### src/rtl/ring_interject_pkg.sv
package ring_interject_pkg;

   typedef enum logic [1:0] {
      MB_IDLE = 2'd0,
      MB_BUSY = 2'd1,
      MB_CTRL = 2'd2
   } mbr_state_t;

   typedef enum logic [1:0] {
      MD_PASS   = 2'd0,
      MD_TOGGLE = 2'd1,
      MD_CTRL   = 2'd2
   } med_state_t;

endpackage

### src/rtl/rij_mediator.sv
module rij_mediator
   import ring_interject_pkg::*;
#(
   parameter int HOLD_CYCLES = 4,
   parameter int TOGGLES     = 3,
   parameter int HALF_TICKS  = 2
) (
   input  logic       clk,
   input  logic       rst_n,
   input  logic       gen_clk_in,
   input  logic       gen_data_in,
   input  logic       ring_clk_in,
   input  logic [1:0] reason_in,
   output logic       clk_out,
   output logic       data_out,
   output logic       busy
);

   localparam int HW = $clog2(HOLD_CYCLES + 1);
   localparam int TW = $clog2(HALF_TICKS + 1);
   localparam int GW = $clog2(TOGGLES + 1);

   med_state_t     st_q;
   logic [HW-1:0]  hold_q;
   logic [TW-1:0]  tick_q;
   logic [GW-1:0]  tog_q;
   logic           clk_q, data_q, phase_q, bit_q;
   logic [1:0]     reason_q;

   logic held_req, tick_end;
   assign held_req = ring_clk_in && !gen_clk_in;
   assign tick_end = (tick_q == TW'(HALF_TICKS - 1));

   always_ff @(posedge clk or negedge rst_n) begin
      if (!rst_n) begin
         st_q     <= MD_PASS;
         hold_q   <= '0;
         tick_q   <= '0;
         tog_q    <= '0;
         clk_q    <= 1'b1;
         data_q   <= 1'b1;
         phase_q  <= 1'b0;
         bit_q    <= 1'b0;
         reason_q <= 2'b00;
      end else begin
         case (st_q)
            MD_PASS: begin
               if (!held_req) begin
                  hold_q <= '0;
               end else if (hold_q == HW'(HOLD_CYCLES - 1)) begin
                  hold_q   <= '0;
                  st_q     <= MD_TOGGLE;
                  clk_q    <= 1'b1;
                  data_q   <= gen_data_in;
                  tick_q   <= '0;
                  tog_q    <= '0;
                  reason_q <= reason_in;
               end else begin
                  hold_q <= hold_q + 1'b1;
               end
            end
            MD_TOGGLE: begin
               if (!tick_end) begin
                  tick_q <= tick_q + 1'b1;
               end else begin
                  tick_q <= '0;
                  if (tog_q == GW'(TOGGLES)) begin
                     st_q    <= MD_CTRL;
                     clk_q   <= 1'b0;
                     data_q  <= reason_q[0];
                     phase_q <= 1'b0;
                     bit_q   <= 1'b0;
                  end else begin
                     data_q <= ~data_q;
                     tog_q  <= tog_q + 1'b1;
                  end
               end
            end
            MD_CTRL: begin
               if (!tick_end) begin
                  tick_q <= tick_q + 1'b1;
               end else begin
                  tick_q <= '0;
                  if (!phase_q) begin
                     clk_q   <= 1'b1;
                     phase_q <= 1'b1;
                  end else if (!bit_q) begin
                     bit_q   <= 1'b1;
                     phase_q <= 1'b0;
                     clk_q   <= 1'b0;
                     data_q  <= reason_q[1];
                  end else begin
                     st_q <= MD_PASS;
                  end
               end
            end
            default: st_q <= MD_PASS;
         endcase
      end
   end

   assign busy     = (st_q != MD_PASS);
   assign clk_out  = busy ? clk_q  : gen_clk_in;
   assign data_out = busy ? data_q : gen_data_in;

   assert_start_after_hold_R3: assert property (@(posedge clk) disable iff (!rst_n)
      $rose(busy) |-> $past(held_req));

   assert_clk_high_toggle_R4: assert property (@(posedge clk) disable iff (!rst_n)
      (st_q == MD_TOGGLE && $past(st_q == MD_TOGGLE)) |-> (clk_out && $past(clk_out)));

   assert_end_after_high_R5: assert property (@(posedge clk) disable iff (!rst_n)
      $fell(busy) |-> $past(clk_out));

endmodule

### src/rtl/rij_member.sv
module rij_member
   import ring_interject_pkg::*;
#(
   parameter int DETECT_EDGES = 3,
   parameter int SYNC_STAGES  = 2
) (
   input  logic       clk,
   input  logic       rst_n,
   input  logic       bus_clk,
   input  logic       bus_data,
   output logic [1:0] state,
   output logic       valid,
   output logic       eom,
   output logic       ack
);

   localparam int CW = $clog2(DETECT_EDGES + 1);

   logic s_clk, s_data, p_clk, p_data;

   generate
      if (SYNC_STAGES == 1) begin : g_sync_one
         always_ff @(posedge clk or negedge rst_n) begin
            if (!rst_n) begin
               s_clk  <= 1'b0;
               s_data <= 1'b1;
            end else begin
               s_clk  <= bus_clk;
               s_data <= bus_data;
            end
         end
      end else begin : g_sync_chain
         logic [SYNC_STAGES-1:0] clk_sr, data_sr;
         always_ff @(posedge clk or negedge rst_n) begin
            if (!rst_n) begin
               clk_sr  <= '0;
               data_sr <= '1;
            end else begin
               clk_sr  <= {clk_sr[SYNC_STAGES-2:0], bus_clk};
               data_sr <= {data_sr[SYNC_STAGES-2:0], bus_data};
            end
         end
         assign s_clk  = clk_sr[SYNC_STAGES-1];
         assign s_data = data_sr[SYNC_STAGES-1];
      end
   endgenerate

   mbr_state_t    st_q;
   logic [CW-1:0] cnt_q;
   logic          bit_q, eom_q, ack_q, valid_q;

   logic hi_toggle, rise, detect;
   assign hi_toggle = s_clk && p_clk && (s_data != p_data);
   assign rise      = s_clk && !p_clk;
   assign detect    = hi_toggle && (st_q != MB_CTRL) && (cnt_q == CW'(DETECT_EDGES - 1));

   always_ff @(posedge clk or negedge rst_n) begin
      if (!rst_n) begin
         p_clk   <= 1'b0;
         p_data  <= 1'b1;
         st_q    <= MB_IDLE;
         cnt_q   <= '0;
         bit_q   <= 1'b0;
         eom_q   <= 1'b0;
         ack_q   <= 1'b0;
         valid_q <= 1'b0;
      end else begin
         p_clk   <= s_clk;
         p_data  <= s_data;
         valid_q <= 1'b0;
         if (!s_clk || st_q == MB_CTRL || detect) begin
            cnt_q <= '0;
         end else if (hi_toggle) begin
            cnt_q <= cnt_q + 1'b1;
         end
         if (detect) begin
            st_q  <= MB_CTRL;
            bit_q <= 1'b0;
         end else begin
            case (st_q)
               MB_IDLE: if (s_clk && p_clk && p_data && !s_data) st_q <= MB_BUSY;
               MB_BUSY: st_q <= MB_BUSY;
               MB_CTRL: if (rise) begin
                  if (!bit_q) begin
                     eom_q <= s_data;
                     bit_q <= 1'b1;
                  end else begin
                     ack_q   <= s_data;
                     valid_q <= 1'b1;
                     st_q    <= MB_IDLE;
                  end
               end
               default: st_q <= MB_IDLE;
            endcase
         end
      end
   end

   assign state = st_q;
   assign valid = valid_q;
   assign eom   = eom_q;
   assign ack   = ack_q;

   assert_detect_clk_high_R6: assert property (@(posedge clk) disable iff (!rst_n)
      (st_q == MB_CTRL && $past(st_q != MB_CTRL)) |-> $past(s_clk && p_clk));

   assert_valid_pulse_R8: assert property (@(posedge clk) disable iff (!rst_n)
      valid |=> !valid);

   assert_valid_idle_R8: assert property (@(posedge clk) disable iff (!rst_n)
      valid |-> (st_q == MB_IDLE && $past(st_q == MB_CTRL)));

   assert_count_cleared_R7: assert property (@(posedge clk) disable iff (!rst_n)
      $past(!s_clk) |-> (cnt_q == '0));

endmodule

### src/rtl/ring_interject.sv
module ring_interject
   import ring_interject_pkg::*;
#(
   parameter int HOLD_CYCLES  = 4,
   parameter int TOGGLES      = 3,
   parameter int HALF_TICKS   = 2,
   parameter int DETECT_EDGES = 3,
   parameter int SYNC_STAGES  = 2
) (
   input  logic       clk,
   input  logic       rst_n,
   input  logic       gen_clk_in,
   input  logic       gen_data_in,
   input  logic       ring_clk_in,
   input  logic [1:0] reason_in,
   output logic       med_clk_out,
   output logic       med_data_out,
   output logic       med_busy,
   input  logic       mbr_bus_clk,
   input  logic       mbr_bus_data,
   output logic [1:0] mbr_state,
   output logic       ctrl_valid,
   output logic       ctrl_eom,
   output logic       ctrl_ack
);

   generate
      if (HOLD_CYCLES < 1) begin : g_bad_hold
         $error("HOLD_CYCLES must be at least 1");
      end
      if (HALF_TICKS < 1) begin : g_bad_half
         $error("HALF_TICKS must be at least 1");
      end
      if (DETECT_EDGES < 2) begin : g_bad_detect
         $error("DETECT_EDGES must be at least 2");
      end
      if (TOGGLES < DETECT_EDGES) begin : g_bad_toggles
         $error("TOGGLES must not be below DETECT_EDGES");
      end
      if (SYNC_STAGES < 1) begin : g_bad_sync
         $error("SYNC_STAGES must be at least 1");
      end
   endgenerate

   rij_mediator #(
      .HOLD_CYCLES (HOLD_CYCLES),
      .TOGGLES     (TOGGLES),
      .HALF_TICKS  (HALF_TICKS)
   ) u_med (
      .clk         (clk),
      .rst_n       (rst_n),
      .gen_clk_in  (gen_clk_in),
      .gen_data_in (gen_data_in),
      .ring_clk_in (ring_clk_in),
      .reason_in   (reason_in),
      .clk_out     (med_clk_out),
      .data_out    (med_data_out),
      .busy        (med_busy)
   );

   rij_member #(
      .DETECT_EDGES (DETECT_EDGES),
      .SYNC_STAGES  (SYNC_STAGES)
   ) u_mbr (
      .clk      (clk),
      .rst_n    (rst_n),
      .bus_clk  (mbr_bus_clk),
      .bus_data (mbr_bus_data),
      .state    (mbr_state),
      .valid    (ctrl_valid),
      .eom      (ctrl_eom),
      .ack      (ctrl_ack)
   );

endmodule

### config.mk
export PLATFORM = sky130hd
export DESIGN_NAME = ring_interject
export DESIGN_NICKNAME = d
export VERILOG_FILES = /design/src/rtl/ring_interject_pkg.sv /design/src/rtl/rij_mediator.sv /design/src/rtl/rij_member.sv /design/src/rtl/ring_interject.sv
export SDC_FILE = /design/constraint.sdc
export NUM_CORES = 1
export LEC_CHECK = 0
export BUFFER_PORTS_ARGS = -buffer_cell sky130_fd_sc_hd__buf_2
export CAP_MARGIN = 10
export CORE_MARGIN = 4
export CORE_UTILIZATION = 40
export DETAILED_ROUTE_END_ITERATION = 8
export RECOVER_POWER = 100
export SYNTH_ARGS = -nofsm -noshare
export SYNTH_HDL_FRONTEND = slang
export SYNTH_SLANG_ARGS = --single-unit
### constraint.sdc
create_clock -name clk -period 2 [get_ports clk]
set_input_delay 0.3 -clock clk [delete_from_list [all_inputs] [get_ports clk]]
set_output_delay 0.3 -clock clk [all_outputs]
set_load 0.05 [all_outputs]
=== Word level (Yosys, flattened, before mapping) ===
Cells that the tools add are included.
Widths: inputs -> output; s select.

* Register bits: 29
* ROM bits: 0
* Latch bits: 0
* Input bits: 9
* Word-level logic and storage cells: 142
* Memories: 0
* Output and inout port bits: 8
* RAM bits: 0

* $mul: 0
* Mux-type cells: 56
* Eq/ne operators: 23
* Add/subtract/negate cells: 4
* Reduce and logical (&&, ||, !) cells: 37
* Divide/modulo/power cells: 0
* Magnitude comparators: 0
* Shift-type cells: 0
* Bitwise operators: 3

{| class="wikitable"
|+ Operator list
! operator !! number
|-
| $mux 2 || 18
|-
| $mux 1 || 28
|-
| $reduce_and 7->1 || 3
|-
| $ne 2x1->1 const B || 7
|-
| $reduce_bool 2->1 || 7
|-
| $pmux 2 s3 || 2
|-
| $reduce_and 4->1 || 3
|-
| $reduce_and 5->1 || 2
|-
| $ne 3x1->1 const B || 3
|-
| $reduce_and 3->1 || 3
|-
| $eq 2x2->1 const B || 4
|-
| $logic_and 1x1->1 || 8
|-
| $pmux 2 s2 || 2
|-
| $add 2x1->2 const B || 3
|-
| $eq 2x1->1 const B || 3
|-
| $mux 3 || 2
|-
| $ne 2x2->1 const B || 3
|-
| $pmux 1 s3 || 2
|-
| $logic_not 1->1 || 4
|-
| $logic_not 2->1 || 2
|-
| $pmux 1 s2 || 2
|-
| $add 3x1->3 const B || 1
|-
| $eq 3x2->1 const B || 1
|-
| $ne 3x3->1 const B || 1
|-
| other kinds (6) || 9
|}

=== Longest topological paths before layout ===
Gate-level depths: netlist of run 1.

* Depth after elaboration: 6
* Depth in mapped cells: 6
* Depth with buffers taken out: 6

=== Modules after synthesis ===
A second synthesis of run 1 with hierarchy kept.

* Cell total of the unflattened synthesis: 142
* Area, all modules: 1,527.7 µm²

{| class="wikitable"
|+ By module, submodules not included
! module !! instances !! seq. area each (µm²) !! area each (µm²) !! cells an instance
|-
| rij_mediator || 1 || 377.9 || 978.4 || 100
|-
| rij_member || 1 || 354.1 || 549.3 || 42
|}

=== Worst setup path after synthesis of run 1 ===
Ideal clock, no wire load.

* Path kind: register to register
* Start point: register u_med.st_q[0]
* End point: register u_med.tick_q[0]
* Data arrival time: 1.594 ns
* Cell stages (with the launch flop): 7
* Buffers on the path: 1
* Path slack: 0.285 ns
* Period minus slack after synthesis: 1.715 ns
* Cell sequence: dfrtp_1 -> inv_1 -> ha_1 -> buf_2 -> inv_1 -> a21oi_1 -> a22o_1

* Word-level cells in the longest chain between the ends: 4

{| class="wikitable"
|+ Ends and longest elaborated chain
! element !! line !! RTL
|-
| start, declared || rij_mediator.sv:23 || <nowiki>med_state_t st_q;</nowiki>
|-
| start signal, assigned || rij_mediator.sv:36 || <nowiki>st_q <= MD_PASS;</nowiki>
|-
| start signal, assigned || rij_mediator.sv:52 || <nowiki>st_q <= MD_TOGGLE;</nowiki>
|-
| start signal, assigned || rij_mediator.sv:68 || <nowiki>st_q <= MD_CTRL;</nowiki>
|-
| $eq 2x1->1 / $eq 2x2->1 (equally long branches) || rij_mediator.sv:46 || <nowiki>case (st_q)</nowiki>
|-
| $reduce_or 2->1 (no source line) || n/a ||
|-
| $reduce_bool 2->1 (no source line) || n/a ||
|-
| $reduce_and 3->1 (no source line) || n/a ||
|-
| end signal, assigned || rij_mediator.sv:64 || <nowiki>tick_q <= tick_q + 1'b1;</nowiki>
|-
| end signal, assigned || rij_mediator.sv:81 || <nowiki>tick_q <= tick_q + 1'b1;</nowiki>
|-
| end, declared || rij_mediator.sv:25 || <nowiki>logic [TW-1:0] tick_q;</nowiki>
|}

Several ways; a longest one is shown, not always the timed one.
A chain may end at the register's enable or synchronous reset.

=== Worst setup path after layout of run 1 ===
* Start point: register u_med.st_q[0]
* End point: output port med_data_out

* Word-level cells in the longest chain between the ends: 2

{| class="wikitable"
|+ Ends and longest elaborated chain
! element !! line !! RTL
|-
| $reduce_bool 2->1 || rij_mediator.sv:102 || <nowiki>assign busy = (st_q != MD_PASS);</nowiki>
|-
| $mux 1 || rij_mediator.sv:104 || <nowiki>assign data_out = busy ? data_q : gen_data_in;</nowiki>
|-
| end, declared || ring_interject.sv:17 || <nowiki>output logic med_data_out,</nowiki>
|}

Every way passes these cells.

==> metrics.csv, run 1 <==
metric;value;unit
largest net degree at the start of global routing;30;
Pre-antenna DRT Iters;2;
skew final;0.00580;ns
die area;4800;um^2
Core Area;3630;um^2
DP Wirelength;2220;um
sequential cell area fraction in the yosys report;48.7;%
fmax;526;MHz
Synth Cell Area;1500;um^2
library cells used by synthesis;38;
crit path time final;1.90;ns
failing checks;capacitance limit, slew limit;
final hold violations;0;
CTS tree;yes;
Hold Path Class;primary input to flop;
Total GRT Usage;13.6;%
vias in the first global route;1159;
Max-cap violations;1;
total wire length;3030;um
Worst slew margin;-3.94;%
DP Area;1640;um^2
Clock Latency Late Sink;0.28;ns
initial core utilization;41.4;%
outcome;complete, but fails checks;
Power Density;1080;nW/um^2
Ys Warns;0;
Overall Power;1850;uW
syn nets;151;
area delta synth->final;13.7;%
Design Area, Final;1710;um^2
Place WS;0.262;ns
I/O Buffers;16;
Die Ht;69.3;um
Post-CTS Repair Setup Buffers;0;
root buf cell;clkbuf_8;
row cnt;22;
area fraction of the dominant cell type after synthesis;40.0;%
final setup vio count;0;
fin nets;173;
vias post-DR;1107;
initial antenna violation count;0;
Worst-path clk slew;0.06;ns
Sink Count;29;
Mapped Cells;135;
Via-to-Cell Ratio;5.37;
drt wl/cell;14.7;um
CP Class;flop to output port;
CP Data Required Time;1.70;ns
#FFs+latches synth;29;
post-synth top area cell;dfrtp_1;
Synth Flop Type;dfrtp_1;
Pins Over Slew Limit;30;
Final GP Congestion;0.765;
top cells by area, synth;dfrtp_1 40%, dfstp_2 8.7%, ha_1 5.8%;
syn avg cell area;11.1;um^2
H-tree depth;2;
Ports;17;
crit end category;output port;
crit path max fanout;6;
Slew @ Worst Pin;1.56;ns
asr flop ratio synth;100;%
gr ovfl total;0;
Die X;69.3;um
drt drc;0;
share of cells above drive strength 1;20.3;%
synth cell count leaders;24 x dfrtp_1, 12 x nor2_1, 9 x a21oi_1, 9 x inv_1;
RSZ-0062 raised after global routing;no;
Arrival @ worst endpoint;1.60;ns
Antenna diodes;0;
leakage;0.000752;uW
fin crit share;95.0;%
first-pass GRT wire length;5200;um
TritonCTS buffer count;5;
cell with the most instances after synthesis;dfrtp_1;
number of synthesized flops with an enable pin;0;
Final WS setup;0.0991;ns
register-to-register setup slack;0.23;ns
clk buf depth;2;
fill count;362;
startpoint types;flop;
setup tns final;0;ns
Peak VDD IR;473;uV
Post-DRT Antenna Nets;0;
initial DRC count;23;
==> area by class of cell <==
class | count | area, um^2 | share of cell area, %
flip-flops and latches | 29 | 732 | 42.8
clock buffers | 7 | 96.3 | 5.64
multi-input cells | 95 | 702 | 41.1
well taps | 48 | 60.1 | 3.51
repair buffers | 17 | 80.1 | 4.69
inverters | 9 | 33.8 | 1.98
clock inverters | 1 | 5.00 | 0.293
==> cells in the final DEF, fill, tap and decap left out, types with 5 or more instances in the layout <==
master,instances
a21oi_1,9
buf_2,7
clkbuf_1,6
clkbuf_8,7
dfrtp_1,24
ha_1,6
inv_1,9
nand2_1,7
nand2b_1,5
nand4b_1,6
nor2_1,12
o21ai_0,5
==> metal layers <==
metal	wire (um)	part of all wire, %	GRT usage, %
met1	1290	43	14.3
met5	0	0	0
met4	81	2.7	6.94
met2	1540	51	25.0
met3	116	3.8	2.90
==> metrics by stage <==
stage	utilization (%)	hold WS [ns]	instances
after detailed placement	45.1	0.340	198
after global placement	45.1	0.340	198
after floorplan	-	0.00441	135
after CTS	48.0	0.0676	206
after global routing	47.0	0.112	206
final	47.0	0.119	206
==> what timing repair did <==
action	CTS	global route
setup endpoints to repair	1	1
cloned	0	0
gates resized for setup	1	1
hold buffers	0	0
==> where the power goes <==
part / leakage (uW) / total [uW] / switching (uW) / internal (uW)
clock network: 0.0000542 / 535 / 225 / 311
registers: 0.000365 / 777 / 85.2 / 692
logic: 0.000333 / 540 / 318 / 222
total: 0.000752 / 1850 / 628 / 1220
==> flip-flops by register name, indices dropped and copies added, names as in the netlist <==
register and flops:
u_mbr.state 2, u_mbr.cnt_q 2, u_med.tick_q 2, u_mbr.g_sync_chain.clk_sr 2
u_med.data_q 1, u_med.bit_q 1, u_med.tog_q 2, u_mbr.p_data 1
u_med.phase_q 1, u_mbr.p_clk 1, u_mbr.g_sync_chain.data_sr 2, u_med.clk_q 1
u_mbr.valid 1, u_med.reason_q 2, u_mbr.bit_q 1, u_med.st_q 2
u_mbr.eom 1, u_med.hold_q 3, u_mbr.ack 1
==> critical path, cell delays in order, from the launching register on <==
cell and delay, ns:
dfrtp_1 0.41, inv_1 0.14, ha_4 0.18, mux2_2 0.34, clkbuf_2 0.24
==> cell families (layout without fill, tap and decap cells) <==
kind of cell	Yosys count	in the layout	share of synthesized area, %
compound gates	31	31	14.0
xor+xnor	1	1	0.583
fa+ha+maj	7	7	5.83
buf+inv	11	34	2.91
flops	29	29	48.7
mux	11	11	7.99
simple gates	45	45	20.0
==> final timing paths <==
path / to / start / cells past startpoint
worst max-delay path: med_data_out / u_med.st_q[0] / 4
worst min-delay path: u_mbr.g_sync_chain.data_sr[0] / mbr_bus_data / 1
max in group asynchronous: u_mbr.state[0] / rst_n / 1
min in group asynchronous: u_med.reason_q[1] / rst_n / 1
worst min register to register: u_mbr.g_sync_chain.clk_sr[1] / u_mbr.g_sync_chain.clk_sr[0] / 0
worst max register to register: u_med.data_q / u_med.st_q[0] / 6
No activity file was read; power rests on OpenSTA's default activity.
==> inputs of run 2 (changes only) <==
==> constraint.sdc (replaced) <==
create_clock -name clk -period 2.1 [get_ports clk]
set_input_delay 0.315 -clock clk [delete_from_list [all_inputs] [get_ports clk]]
set_output_delay 0.315 -clock clk [all_outputs]
set_load 0.05 [all_outputs]
==> run 2 against run 1 <==
The flow still finishes with violations (capacitance limit, slew limit). Critical path depth is the same. Worst hold slack gained 0.014 ns. Sequential share of layout area shrank 0.063 points. Core utilization grew 0.069 points. Clock skew grew 0.00094 ns. Largest power group unchanged. Highest routed layer unchanged.
==> metrics.csv, run 2 (same netlist as run 1, synthesis figures left out) <==
metric;value;unit;change
PostCTS Resize Cnt;0;;was 1
final hold violations;0;;unchanged
Peak VDD IR;679;uV;was 473 uV
failing checks;capacitance limit, slew limit;;unchanged
most common cell after layout, fill and taps aside;dfrtp_1;;unchanged
R2R cell count;6;;unchanged
RSZ-0062 raised after global routing;no;;unchanged
crit end category;output port;;unchanged
leakage;0.000751;uW;was 0.000752 uW
final setup vio count;0;;unchanged
Hold Path Class;primary input to flop;;unchanged
Final GP Congestion;0.773;;was 0.765
drt wl/cell;13.7;um;was 14.7 um
CP Data Required Time;1.78;ns;was 1.70 ns
crit path time final;1.95;ns;
commonest non-fill, non-tap cells in the layout;24 x dfrtp_1, 12 x nor2_1, 9 x inv_1, 9 x a21oi_1;;unchanged
DP Area;1640;um^2;unchanged
Design Area, Final;1710;um^2;about the same
CP Class;flop to output port;;unchanged
initial antenna violation count;0;;unchanged
share of cells above drive strength 1;20.9;%;was 20.3%
vias post-DR;1070;;was 1,107
Antenna diodes;0;;unchanged
initial DRC count;38;;was 23
max FFs per register;3;;unchanged
TritonCTS buffer count;5;;unchanged
startpoint types;flop;;unchanged
Slew @ Worst Pin;1.54;ns;was 1.56 ns
root buf cell;clkbuf_8;;unchanged
final design utilization;47.1;%;was 47.0%
Clock Latency Late Sink;0.28;ns;about the same
clk buf depth;2;;unchanged
Pre-antenna DRT Iters;3;;was 2
Post-DRT Antenna Nets;0;;unchanged
Arrival @ worst endpoint;1.63;ns;was 1.60 ns
row cnt;22;;unchanged
Sink Count;29;;unchanged
CTS Hold Bufs;0;;unchanged
drt drc;0;;unchanged
fmax;513;MHz;
Power Density;1020;nW/um^2;was 1080 nW/um^2
Die Ht;69.3;um;unchanged
area delta synth->final;13.9;%;was 13.7%
initial core utilization;41.4;%;unchanged
gr ovfl total;0;;unchanged
Via-to-Cell Ratio;5.19;;was 5.37
skew final;0.00674;ns;was 0.00580 ns
register name with the most flops;u_med.hold_q;;unchanged
largest net degree at the start of global routing;30;;unchanged
Core Area;3630;um^2;unchanged
Total GRT Usage;13.2;%;was 13.6%
first-pass GRT wire length;5110;um;was 5200 um
Worst slew margin;-2.97;%;was -3.94%
Max-cap violations;1;;unchanged
fin nets;173;;unchanged
Min Hold Slack;0.134;ns;was 0.119 ns
setup tns final;0;ns;unchanged
H-tree depth;2;;unchanged
DP Wirelength;2130;um;was 2220 um
total wire length;2830;um;was 3030 um
vias in the first global route;1160;;was 1,159
Pins Over Slew Limit;30;;unchanged
I/O Buffers;16;;unchanged
Hold Crit Depth;1;;unchanged
Worst-path clk slew;0.07;ns;was 0.06 ns
outcome;complete, but fails checks;;unchanged
Die X;69.3;um;unchanged
CTS tree;yes;;unchanged
fin crit share;92.8;%;
crit path max fanout;6;;unchanged
die area;4800;um^2;unchanged
Post-CTS Repair Setup Buffers;0;;unchanged
Ports;17;;unchanged
==> run 2: cell counts in the layout (fill, tap and decap cells not counted) <==
Identical to the previous run, type by type.
==> run 2: power by group <==
| group | internal (uW) | switching, uW | total (uW) |
|---|---|---|---|
| Sequential | 659 | 78.0 | 736 |
| Combinational | 205 | 304 | 509 |
| Clock | 296 | 212 | 507 |
| Total | 1160 | 593 | 1750 |
==> run 2: path summary, 6_finish.rpt <==
path	start	to	slack [ns]
worst max-delay path	u_med.st_q[1]	med_data_out	0.15
worst min-delay path	mbr_bus_data	u_mbr.g_sync_chain.data_sr[0]	0.13
worst max register to register	u_med.st_q[1]	u_med.data_q	0.30
worst min register to register	u_mbr.g_sync_chain.clk_sr[0]	u_mbr.g_sync_chain.clk_sr[1]	0.35
max in group asynchronous	rst_n	u_mbr.p_clk	0.79
min in group asynchronous	rst_n	u_med.reason_q[0]	0.41
==> run 2: cell type report <==
class | instances | area, um^2
clock buffers | 7 | 96.3
clock inverters | 1 | 5.00
fillers | 363 | 1920
inverters | 9 | 33.8
multi-input cells | 95 | 704
flip-flops and latches | 29 | 732
well taps | 48 | 60.1
repair buffers | 17 | 80.1
==> run 2: layer usage <==
metal / wire length [um] / up-vias / track usage, % / share of wire (%)
met1: 1260 / 521 / 15.3 / 44
met2: 1400 / 19 / 22.6 / 50
met4: 43 / 0 / 4.77 / 1.5
met3: 128 / 6 / 4.35 / 4.5
met5: 0 / - / 0 / 0
li1: - / 524 / - / -
==> run 2: critical path, cell delays in order (launching register included) <==
cell and delay [ns]:
dfrtp_1 0.40, inv_1 0.11, ha_2 0.25, mux2_2 0.35
clkbuf_2 0.24
==> run 2: through the flow <==
step / instances / worst slack (ns) / total power (uW)
2_1_floorplan: 135 / 0.385 / 1130
3_3_place_gp: 198 / 0.419 / 1240
3_5_place_dp: 198 / 0.335 / 1260
4_1_cts: 206 / 0.0423 / 1780
5_1_grt: 206 / 0.0470 / 1880
6_report: 206 / 0.152 / 1750
